## config.mk

```make
export PLATFORM = sky130hd
export DESIGN_NAME = burst_addr_seq
export DESIGN_NICKNAME = d
export VERILOG_FILES = /design/src/rtl/burst_seq_pkg.sv /design/src/rtl/burst_lo_map.sv /design/src/rtl/burst_addr_seq.sv
export SDC_FILE = /design/constraint.sdc
export NUM_CORES = 1
export LEC_CHECK = 0
export BUFFER_PORTS_ARGS = -buffer_cell sky130_fd_sc_hd__buf_2
export CAP_MARGIN = 20
export CORE_ASPECT_RATIO = 0.9
export CORE_MARGIN = 4
export CORE_UTILIZATION = 49
export CTS_CLUSTER_DIAMETER = 200
export CTS_CLUSTER_SIZE = 10
export DETAILED_ROUTE_END_ITERATION = 16
export HOLD_SLACK_MARGIN = 0.02
export PLACE_DENSITY_LB_ADDON = 0.15
export SYNTH_ARGS = -nofsm -noshare
export SYNTH_HDL_FRONTEND = slang
export SYNTH_SLANG_ARGS = --single-unit
```

## constraint.sdc

```tcl
create_clock -name clk -period 1.9 [get_ports clk]
set_input_delay 0.19 -clock clk [delete_from_list [all_inputs] [get_ports clk]]
set_output_delay 0.19 -clock clk [all_outputs]
set_load 0.05 [all_outputs]
```

## src/rtl/burst_seq_pkg.sv

```systemverilog
package burst_seq_pkg;

    typedef enum logic [1:0] {
        OP_HOLD = 2'd0,
        OP_LOAD = 2'd1,
        OP_STEP = 2'd2
    } seq_op_e;

    function automatic seq_op_e decode_op(input logic stall, input logic adv);
        if (stall)
            return OP_HOLD;
        else if (adv)
            return OP_STEP;
        else
            return OP_LOAD;
    endfunction

endpackage

```

## src/rtl/burst_lo_map.sv

```systemverilog
module burst_lo_map #(
    parameter int BURST_BITS = 2
) (
    input  logic [BURST_BITS-1:0] start_lo,
    input  logic [BURST_BITS-1:0] beat,
    input  logic                  xor_order,
    output logic [BURST_BITS-1:0] lo_out
);
    logic [BURST_BITS-1:0] xor_lo;
    logic [BURST_BITS-1:0] lin_lo;

    genvar gi;
    generate
        for (gi = 0; gi < BURST_BITS; gi++) begin : g_xor_bit
            assign xor_lo[gi] = start_lo[gi] ^ beat[gi];
        end
    endgenerate

    // Sum truncated to BURST_BITS gives the modulo wrap
    assign lin_lo = start_lo + beat;

    always_comb begin
        lo_out = xor_order ? xor_lo : lin_lo;
    end
endmodule

```

## src/rtl/burst_addr_seq.sv

```systemverilog
module burst_addr_seq #(
    parameter int ADDR_W     = 19,
    parameter int BURST_BITS = 2
) (
    input  logic              clk,
    input  logic              rst_n,
    input  logic              stall,
    input  logic              adv,
    input  logic              xor_order,
    input  logic [ADDR_W-1:0] addr_in,
    output logic [ADDR_W-1:0] addr_out
);
    import burst_seq_pkg::*;

    localparam int HI_W = ADDR_W - BURST_BITS;

    typedef struct packed {
        logic [HI_W-1:0]       upper;
        logic [BURST_BITS-1:0] start_lo;
        logic [BURST_BITS-1:0] beat;
    } seq_state_t;

    seq_state_t st_d, st_q;
    seq_op_e    op;
    logic [BURST_BITS-1:0] lo_cur;

    always_comb begin
        op   = decode_op(stall, adv);
        st_d = st_q;
        case (op)
            OP_LOAD: begin
                st_d.upper    = addr_in[ADDR_W-1:BURST_BITS];
                st_d.start_lo = addr_in[BURST_BITS-1:0];
                st_d.beat     = '0;
            end
            OP_STEP: begin
                st_d.beat = st_q.beat + 1'b1;
            end
            default: ;
        endcase
    end

    always_ff @(posedge clk or negedge rst_n) begin
        if (!rst_n)
            st_q <= '0;
        else
            st_q <= st_d;
    end

    burst_lo_map #(.BURST_BITS(BURST_BITS)) u_map (
        .start_lo  (st_q.start_lo),
        .beat      (st_q.beat),
        .xor_order (xor_order),
        .lo_out    (lo_cur)
    );

    assign addr_out = {st_q.upper, lo_cur};
endmodule

```

**Word level (Yosys, flattened, before mapping)**

Cells that the tools add are included.

- Register bits: 21
- Input bits: 24
- Output and inout bits: 19
- Logic and storage cells: 14

- Add/sub/neg operators: 2
- Equal/unequal tests: 2
- Mux-type cells: 4
- Bitwise operators: 2
- Reduce and logical (&&, ||, !) cells: 1

Operators by type and width:

| cell | number |
|---|---|
| $mux 2 | 3 |
| $pmux 2 s2 | 1 |
| $add 2x1->2 const B | 1 |
| $add 2x2->2 | 1 |
| $eq 2x1->1 const B | 1 |
| $eq 2x2->1 const B | 1 |
| $reduce_bool 2->1 | 1 |
| $xor 1x1->1 | 2 |

**Logic depth before layout (Yosys ltp)**

Gate-level depths: netlist (run 1).

- Depth after elaboration: 4
- Gate-level depth with buffers: 3
- Depth with buffers taken out: 3

**By module**

A second synthesis (run 1) with hierarchy kept.

- Cells, all modules: 70
- Area total of the unflattened synthesis: 1,013.5 um^2

By module, submodules not included:

| module | instances | cells an instance | area each (um^2) | seq. area each (um^2) |
|---|---|---|---|---|
| burst_addr_seq | 1 | 66 | 977.2 | 525.5 |
| burst_lo_map | 1 | 4 | 36.3 | 0.0 |

**Least setup slack after synthesis (run 1)**

OpenSTA, ideal clock, no wires.

- Path kind: register to output
- Start point: reg st_q[0] (netlist name)
- End point: out addr_out[1]
- Arrival time: 1.530 ns
- Data required time: 1.710 ns
- Slack: 0.180 ns
- Stages on the path, launching flop included: 4
- Path buffers: 0
- Cells stage by stage: dfrtp_1 -> ha_1 -> nor2b_1 -> xnor2_1

- Longest elaborated chain between the ends: 2

Ends and longest elaborated chain:

| what | line | text |
|---|---|---|
| from (decl) | burst_addr_seq.sv:23 | `seq_state_t st_d, st_q;` |
| from (signal assigned) | burst_addr_seq.sv:47 | `st_q <= st_d;` |
| $add 2x2->2 | burst_lo_map.sv:20 | `assign lin_lo = start_lo + beat;` |
| $mux 2 | burst_lo_map.sv:23 | `lo_out = xor_order ? xor_lo : lin_lo;` |
| to (decl) | burst_addr_seq.sv:11 | `output logic [ADDR_W-1:0] addr_out` |

Every way passes these cells.

**Worst setup path in the final report (run 1)**

Same ends and word-level chain as after synthesis.

==> results of run 1 <==
-- cells in the mapped netlist --
master,number,area [um^2]
ha_1,1,12.5
buf_4,17,128
or2b_1,1,7.51
nand2_1,1,3.75
o21ai_0,3,15.0
xnor2_1,2,17.5
nor2b_1,2,12.5
mux2_4,10,150
nand2b_1,1,6.26
buf_12,1,20.0
mux2_2,9,101
nor2_4,1,11.3
dfrtp_1,21,526
-- worst max-delay path: stages (launching register included) --
cell and delay (ns):
dfrtp_1 0.43, ha_1 0.20, nor2b_1 0.13, xnor2_1 0.11, buf_2 0.27
-- state kept, by name, summed over array words and instances (netlist names) --
register,flops
addr_out,17
st_q,4
-- metrics by stage --
stage,cells,hold slack (ns),area (um^2),total power (W)
6_report,125,0.113,1150,0.00122
5_1_grt,125,0.0790,1150,0.00129
4_1_cts,125,0.0966,1150,0.00124
3_5_place_dp,120,0.174,1110,0.00102
3_3_place_gp,120,0.170,1110,0.00102
2_1_floorplan,70,-0.106,1010,0.000991
-- path summary, 6_finish.rpt --
path | slack [ns] | endpoint | cells past startpoint
max | 0.26 | addr_out[1] | 4
max reg2reg | 1.08 | st_q[1] | 3
min reg2reg | 0.52 | addr_out[11] | 1
max in group asynchronous | 1.23 | addr_out[5] | 2
min | 0.11 | addr_out[4] | 2
min in group asynchronous | 0.35 | st_q[1] | 2
-- where the power goes --
part,switching (W),total [W],leakage (nW),internal [W]
Combinational,0.000316,0.000464,0.314,0.000148
Sequential,0.0000348,0.000546,0.249,0.000512
Clock,0.000131,0.000209,0.0177,0.0000783
-- logic make-up (layout without fill, tap and decap cells) --
family | count (synthesis) | in the layout
compound gates | 3 | 3
simple gates | 6 | 6
mux | 19 | 19
buf+inv | 18 | 48
fa+ha+maj | 1 | 1
xor+xnor | 2 | 2
flops | 21 | 21
-- routing by layer --
| metal | track usage [%] | vias up | routed length (um) |
|---|---|---|---|
| li1 | - | 278 | - |
| met1 | 13.0 | 282 | 610 |
| met2 | 20.9 | 23 | 825 |
| met3 | 6.82 | 0 | 159 |
| met4 | 2.37 | 0 | 0 |
| met5 | 0 | - | 0 |
-- layout make-up --
| cell class | instances | area share (%) |
|---|---|---|
| repair buffers | 44 | 19.8 |
| clock inverters | 1 | 0.435 |
| well taps | 25 | 2.72 |
| flip-flops and latches | 21 | 45.7 |
| multi-input cells | 31 | 29.4 |
| clock buffers | 3 | 1.96 |
==> results_dict.tcl, run 1 <==
set metrics [dict create \
    synth_compound_area_share_pct 1.49 \
    final_core_util_pct 59.5 \
    synth_top_family_by_area "multiplexers" \
    ant_nets 0 \
    grt_max_degree 22 \
    initial_core_util_pct 52.3 \
    ys_ff_latch 21 \
    n_fill_cell 165 \
    cp.arrival_ns 1.45 \
    boundaryPins 43 \
    finalMaxSlewViolations 0 \
    htreeDepth 1 \
    synth.avg_cell_area_um2 14.4 \
    grt_pass1_wl_um 2610 \
    die_area_um2 2850 \
    crit_path_start_kind "flop" \
    max_freq_ghz 0.610 \
    cts.sinks 21 \
    fin_crit_sh_pct 86.3 \
    postSynthCellCount 70 \
    final.setup.worst_slack_ns 0.260 \
    crit_type "reg2out" \
    ir_drop_uv 587 \
    yosys.cell_types.count 13 \
    hold_viol_final 0 \
    clock_latency_ns 0.30 \
    setup-tns-final_ns 0 \
    cts_hold_repair.buffers 1 \
    p_leak_nw 0.580 \
    final_common_cell "buf_2" \
    synth_fa_ha_area_share_pct 1.24 \
    grt-ovfl-total 0 \
    clockRootBuffer "clkbuf_4" \
    cts_setup_buffers 0 \
    path_max_fanout 5 \
    crit_start "st_q[0]" \
    die_w_um 55.9 \
    dr.pass1.iters 2 \
    cts_resized 0 \
    skew_ns 0.0000228 \
    avgViaCountPerCell 4.66 \
    cp_data_required_time_ns 1.71 \
    yosys_warnings 0 \
    final_cell_mix "buf_2 (42), dfrtp_1 (21), mux2_4 (10)" \
    synth_xor_area_share_pct 1.73 \
    vias 583 \
    p_per_area_nw_per_um2 1060 \
    tightest_slew_ns 0.454 \
    max_slew_margin_pct 69.7 \
    cts_max_path_buffers 2 \
    outcome "finished clean" \
    nets 126 \
    setup_violations 0 \
    timing.rr.start "st_q[0]" \
    synth_nets 95 \
    routed_wl_um 1600 \
    worstSetupEndpointType "primary output" \
    area_delta_synth_final_pct 13.7 \
    drtIter0Drc 5 \
    rsz0062_at_grt "no" \
    maxCapViolations 0 \
    gp_congestion 0.689 \
    antenna_found_initial 0 \
    hpwlAfterDp_um 1200 \
    yosys.area_share.simple_pct 4.08 \
    synth.area.mux_share_pct 24.9 \
    area.sequential_um2 526 \
    multi_input_area_um2 338 \
    fp.coreArea_um2 1930 \
    gr-usage-all-layers_pct 12.0 \
    min_path_type "in2reg" \
    detailedPlace.worstSlack_ns 0.592 \
    rows 15 \
    worstHoldStart "addr_in[4]" \
    fin_crit_ns 1.64 \
    syn-cell-area_um2 1010 \
    wl_per_cell_um 12.8 \
    tritoncts "built" \
    portBuffers 42 \
    ys_seq_area_share_pct 52.0 \
    numCtsBuffers 3 \
    die_h_um 51.1 \
    drc 0 \
    diodes 0 \
    drive_gt1_share_pct 67.0 \
    clk_pin_slew_worst_paths_ns 0.12 \
    grt_pass1_vias 595 \
]
No activity file was read; power rests on OpenSTA's default activity.
==> run 2, diff against run 1 <==
--- a/config.mk
+++ b/config.mk
@@ -15,6 +15,7 @@
 export DETAILED_ROUTE_END_ITERATION = 16
 export HOLD_SLACK_MARGIN = 0.02
 export PLACE_DENSITY_LB_ADDON = 0.15
+export REMOVE_ABC_BUFFERS = 1
 export SYNTH_ARGS = -nofsm -noshare
 export SYNTH_HDL_FRONTEND = slang
 export SYNTH_SLANG_ARGS = --single-unit
==> run 2 against run 1 <==
Compared with the run above:
- clock skew hardly changed
- core utilization stayed put
- sequential share of layout area did not move
- sequential power hardly changed
- power shrank 0.17%
- cell area stayed put
- setup slack worse by 0.0010 ns
- critical path depth unchanged
- non-clock buffer count is the same
- fmax hardly changed
- worst hold slack improved by 0.00084 ns
- largest cell class unchanged
- largest power group unchanged
- highest routed layer unchanged
==> results_dict.tcl, run 2 (same netlist as run 1, synthesis figures left out) <==
set metrics [dict create \
    outcome "finished clean" \
    max_slew_margin_pct 69.5 \
    crit_type "reg2out" \
    fp.coreArea_um2 1930 \
    final_common_cell "buf_2" \
    portBuffers 42 \
    initial_core_util_pct 52.3 \
    die_area_um2 2850 \
    hold_viol_final 0 \
    use_met2_pct 20.5 \
    fin_crit_ns 1.64 \
    grt_pass1_wl_um 2770 \
    finalMaxSlewViolations 0 \
    numCtsBuffers 3 \
    path_max_fanout 5 \
    dr.pass1.iters 2 \
    ir_drop_uv 600 \
    boundaryPins 43 \
    vias 568 \
    clockRootBuffer "clkbuf_4" \
    seq_power_share_pct 44.7 \
    grt-ovfl-total 0 \
    p_per_area_nw_per_um2 1060 \
    drtIter0Drc 3 \
    setup_violations 0 \
    top_usage_layer "met2" \
    fin_crit_sh_pct 86.4 \
    power_frac_clock_pct 17.0 \
    maxCapViolations 0 \
    gp_congestion 0.704 \
    antenna_found_initial 0 \
    cts_max_path_buffers 2 \
    setup-tns-final_ns 0 \
    crit_path_start_kind "flop" \
    diodes 0 \
    die_h_um 51.1 \
    clk_pin_slew_worst_paths_ns 0.11 \
    critical_path.cell_chain "ha_1, nor2b_1, xnor2_1, buf_2" \
    min_path_type "in2reg" \
    slowest_stage "dfrtp_1" \
    htreeDepth 1 \
    final_cell_mix "buf_2 (42), dfrtp_1 (21), mux2_4 (10)" \
    tightest_slew_ns 0.457 \
    ant_nets 0 \
    grt_max_degree 22 \
    routed_wl_um 1630 \
    wl_per_cell_um 13.0 \
    swShare_pct 39.4 \
    die_w_um 55.9 \
    p_comb_share_pct 38.3 \
    cp_data_required_time_ns 1.71 \
    final_core_util_pct 59.5 \
    grtUsageMet1_pct 16.1 \
    gr-usage-all-layers_pct 12.8 \
    max_freq_ghz 0.609 \
    rsz0062_at_grt "no" \
    rows 15 \
    skew_ns 0.00000677 \
    grt_util_met3_pct 6.06 \
    n_fill_cell 170 \
    slowest_delay_ns 0.43 \
    path_buf_inv 1 \
    cp_top_family "flip-flops" \
    worstSetupEndpointType "primary output" \
    avgViaCountPerCell 4.54 \
    switching_power_w 0.000480 \
    tritoncts "built" \
    p_leak_nw 0.580 \
    area_delta_synth_final_pct 13.7 \
    largest_reg_flops 17 \
    drc 0 \
    clock_latency_ns 0.29 \
    grt_pass1_vias 574 \
    drive_gt1_share_pct 67.0 \
    cp.arrival_ns 1.45 \
    p_int_w 0.000737 \
    nets 126 \
    cts.sinks 21 \
    cts_resized 0 \
]
-- run 2: metrics by stage --
stage | hold WS (ns) | power (W) | std cells | instance area, um^2 | setup slack [ns]
2_1_floorplan | -0.106 | 0.000905 | 52 | 863 | 0.180
3_3_place_gp | 0.171 | 0.00102 | 120 | 1110 | 0.599
3_5_place_dp | 0.167 | 0.00102 | 120 | 1110 | 0.580
4_1_cts | 0.104 | 0.00124 | 125 | 1150 | 0.228
5_1_grt | 0.0926 | 0.00129 | 125 | 1150 | 0.143
6_report | 0.114 | 0.00122 | 125 | 1150 | 0.259
-- run 2: repair_timing --
action / in CTS / in global routing
endpoints found under the hold margin: 21 / 0
hold buffers: 1 / 0
setup buffers: 0 / 0
-- run 2: cell type report --
class                      count  area [um^2]  area share (%)
multi-input combinational     31          338            29.4
sequential                    21          526            45.7
tap                           25         31.3            2.72
timing repair buffer          44          228            19.8
clock inverter                 1         5.00           0.435
clock buffer                   3         22.5            1.96
-- run 2: power by group through the flow --
stage               sequential (W)  combinational (W)  clock [W]
CTS                       0.000545           0.000473   0.000220
finish                    0.000545           0.000466   0.000206
global placement          0.000552           0.000468          0
floorplan                 0.000746           0.000160          0
detailed placement        0.000554           0.000470          0
global route              0.000555           0.000491   0.000241
-- run 2: path summary, 6_finish.rpt --
check | endpoint | start | cells after the start | slack, ns
max | addr_out[1] | st_q[0] | 4 | 0.26
min | addr_out[8] | addr_in[8] | 2 | 0.11
max reg2reg | st_q[1] | st_q[0] | 3 | 1.08
min reg2reg | addr_out[3] | addr_out[3] | 1 | 0.51
max in group asynchronous | addr_out[13] | rst_n | 2 | 1.23
min in group asynchronous | addr_out[4] | rst_n | 2 | 0.36
-- run 2: worst register-to-register path: cells and delay by family, from the launching register on --
kind | cells | cell delay (ns)
compound gates | 2 | 0.22
flops | 1 | 0.42
simple gates | 1 | 0.06
-- run 2: per-layer routing --
layer  vias to the layer above  wire length, um
li1                        275                -
met1                       271              735
met2                        22              766
met3                         0              129
met4                         0                0
met5                         -                0
==> run 3, diff against run 2 <==
--- a/config.mk
+++ b/config.mk
@@ -5,10 +5,11 @@
 export SDC_FILE = /design/constraint.sdc
 export NUM_CORES = 1
 export LEC_CHECK = 0
+export ABC_AREA = 1
 export BUFFER_PORTS_ARGS = -buffer_cell sky130_fd_sc_hd__buf_2
 export CAP_MARGIN = 20
 export CORE_ASPECT_RATIO = 0.9
-export CORE_MARGIN = 4
+export CORE_MARGIN = 2
 export CORE_UTILIZATION = 49
 export CTS_CLUSTER_DIAMETER = 200
 export CTS_CLUSTER_SIZE = 10
@@ -16,6 +17,7 @@
 export HOLD_SLACK_MARGIN = 0.02
 export PLACE_DENSITY_LB_ADDON = 0.15
 export REMOVE_ABC_BUFFERS = 1
+export SLEW_MARGIN = 5
 export SYNTH_ARGS = -nofsm -noshare
 export SYNTH_HDL_FRONTEND = slang
 export SYNTH_SLANG_ARGS = --single-unit
==> run 3 against run 2 <==
Compared with the run above:
- sequential power down 2%
- register-to-register slack better by 0.02 ns
- power decreased by 7.0%
- die area fell by 15%
- first-iteration DRC count up 67%
- synthesized cell count is 74% higher
- core utilization down 0.52 points
- flip-flop and latch count did not move
- fmax up 5.1%
- combinational power fell by 17%
- area after synthesis fell by 0.50%
- critical path type unchanged
- largest power group unchanged
==> results_dict.tcl, run 3 <==
set metrics [dict create \
    outcome "finished clean" \
    cp_top_family "flip-flops" \
    fin_crit_sh_pct 82.2 \
    drive_gt1_share_pct 32.0 \
    cts_setup_buffers 0 \
    setup-tns-final_ns 0 \
    ir_drop_uv 608 \
    dr.pass1.iters 3 \
    cp_data_required_time_ns 1.71 \
    die_area_um2 2430 \
    seq_power_share_pct 47.2 \
    largest_reg_flops 17 \
    clockRootBuffer "clkbuf_4" \
    p_int_w 0.000678 \
    cpMostUsedCell "inv_1" \
    area_delta_synth_final_pct 13.3 \
    tightest_slew_ns 0.457 \
    layout.cells.non_filler 175 \
    final_common_cell "nand2_1" \
    ys_ff_latch 21 \
    cts_resized 0 \
    boundaryPins 43 \
    avgViaCountPerCell 4.46 \
    cp.arrival_ns 1.37 \
    crit_path_start_kind "flop" \
    clock_latency_ns 0.30 \
    drc 0 \
    finalMaxSlewViolations 0 \
    routed_wl_um 1680 \
    synth_common_cells "nand2_1 (63), dfrtp_1 (21), buf_4 (18)" \
    ys_seq_area_share_pct 52.2 \
    tritoncts "built" \
    postSynthCellCount 122 \
    cts_max_path_buffers 2 \
    antenna_found_initial 0 \
    hpwlAfterDp_um 1190 \
    synth_edf_count 0 \
    swShare_pct 40.1 \
    initial_core_util_pct 52.0 \
    fin_crit_ns 1.56 \
    grt_max_degree 22 \
    die_h_um 47.0 \
    switching_power_w 0.000454 \
    setup_violations 0 \
    syn-cell-area_um2 1010 \
    vias 781 \
    max_freq_ghz 0.640 \
    grt_pass1_vias 642 \
    gp_congestion 0.676 \
    diodes 0 \
    skew_ns 0.00324 \
    fp.coreArea_um2 1930 \
    maxCapViolations 0 \
    path_buf_inv 3 \
    n_fill_cell 205 \
    critical_path.cell_chain "ha_1, inv_1, nor2_1, nand3_1, nand2_1, inv_1, buf_2" \
    async_reset_ff_share_pct 100 \
    yosysTopAreaCellShare_pct 52.2 \
    yosys_warnings 0 \
    hold_viol_final 0 \
    p_comb_share_pct 34.2 \
    area.sequential_um2 526 \
    p_per_area_nw_per_um2 993 \
    clk_pin_slew_worst_paths_ns 0.11 \
    final_core_util_pct 59.0 \
    synthFlopType "dfrtp_1" \
    multi_input_area_um2 300 \
    path_max_fanout 2 \
    grt_pass1_wl_um 2660 \
    grt-ovfl-total 0 \
    worstSetupEndpointType "primary output" \
    cts.sinks 21 \
    synth.most_common_cell "nand2_1" \
    yosysTopAreaCell "dfrtp_1" \
    min_path_type "in2reg" \
    rows 15 \
    drtIter0Drc 5 \
    ant_nets 0 \
    wl_per_cell_um 9.57 \
    rsz0062_at_grt "no" \
    htreeDepth 1 \
    numCtsBuffers 3 \
    gr-usage-all-layers_pct 15.8 \
    nets 176 \
    die_w_um 51.8 \
    p_leak_nw 0.689 \
    dp_cells 170 \
    max_slew_margin_pct 69.5 \
    synth.avg_cell_area_um2 8.25 \
    slowest_delay_ns 0.40 \
    portBuffers 42 \
    yosys-top-cells-area "dfrtp_1 (52%), nand2_1 (24%), buf_4 (13%)" \
    power_frac_clock_pct 18.6 \
    final_cell_mix "nand2_1 (63), buf_2 (42), dfrtp_1 (21)" \
    crit_type "reg2out" \
    yosys.cell_types.count 13 \
    slowest_stage "dfrtp_1" \
]
-- run 3: cell type report --
class / instances / area share, %
multi-input combinational: 74 / 26.3
sequential: 21 / 46.1
timing repair buffer: 44 / 20.0
clock buffer: 4 / 2.31
tap: 25 / 2.74
inverter: 7 / 2.52
-- run 3: power by group through the flow --
stage / Combinational, W / Clock, W / Sequential [W]
finish: 0.000387 / 0.000211 / 0.000534
global route: 0.000419 / 0.000241 / 0.000543
CTS: 0.000392 / 0.000223 / 0.000535
detailed placement: 0.000390 / 0 / 0.000543
global placement: 0.000387 / 0 / 0.000541
floorplan: 0.000122 / 0 / 0.000704
-- run 3: what timing repair did --
item	CTS	global route
setup endpoints to repair	0	0
hold buffers	1	0
endpoints found under the hold margin	21	0
-- run 3: through the flow --
stage / cell area, um^2 / total power (W) / setup WS, ns / hold WS [ns]
floorplan: 855 / 0.000826 / 0.676 / -0.106
global placement: 1100 / 0.000928 / 0.689 / 0.168
detailed placement: 1100 / 0.000933 / 0.664 / 0.169
CTS: 1140 / 0.00115 / 0.315 / 0.0696
global route: 1140 / 0.00120 / 0.213 / 0.0619
finish: 1140 / 0.00113 / 0.338 / 0.0806
-- run 3: tightest hold or removal path, stage by stage --
cell and delay, ns:
buf_2 0.07, nand2_1 0.04, nand2_1 0.05
-- run 3: layer usage --
metal | share of wire (%) | wire (um) | global-route usage (%) | vias up
li1 | - | - | - | 403
met1 | 45 | 760 | 18.8 | 347
met2 | 45 | 751 | 25.6 | 26
met3 | 8.3 | 139 | 6.05 | 5
met4 | 1.5 | 25 | 7.89 | 0
met5 | 0 | 0 | 0 | -
-- run 3: kinds of logic (layout without fill, tap and decap cells) --
logic type	Yosys count	after routing	share of synthesized area, %
compound gates	3	3	1.49
buf+inv	27	55	17.9
fa+ha+maj	1	1	1.24
flops	21	21	52.2
simple gates	70	70	27.1
-- run 3: worst paths after layout --
kind,startpoint,endpoint,slack (ns),cells past startpoint
worst min-delay path,addr_in[5],addr_out[5],0.08,3
worst max-delay path,st_q[0],addr_out[1],0.34,7
min in group asynchronous,rst_n,addr_out[10],0.36,2
worst max register to register,st_q[0],st_q[1],1.10,5
max in group asynchronous,rst_n,st_q[2],1.23,2
worst min register to register,addr_out[10],addr_out[10],0.48,2
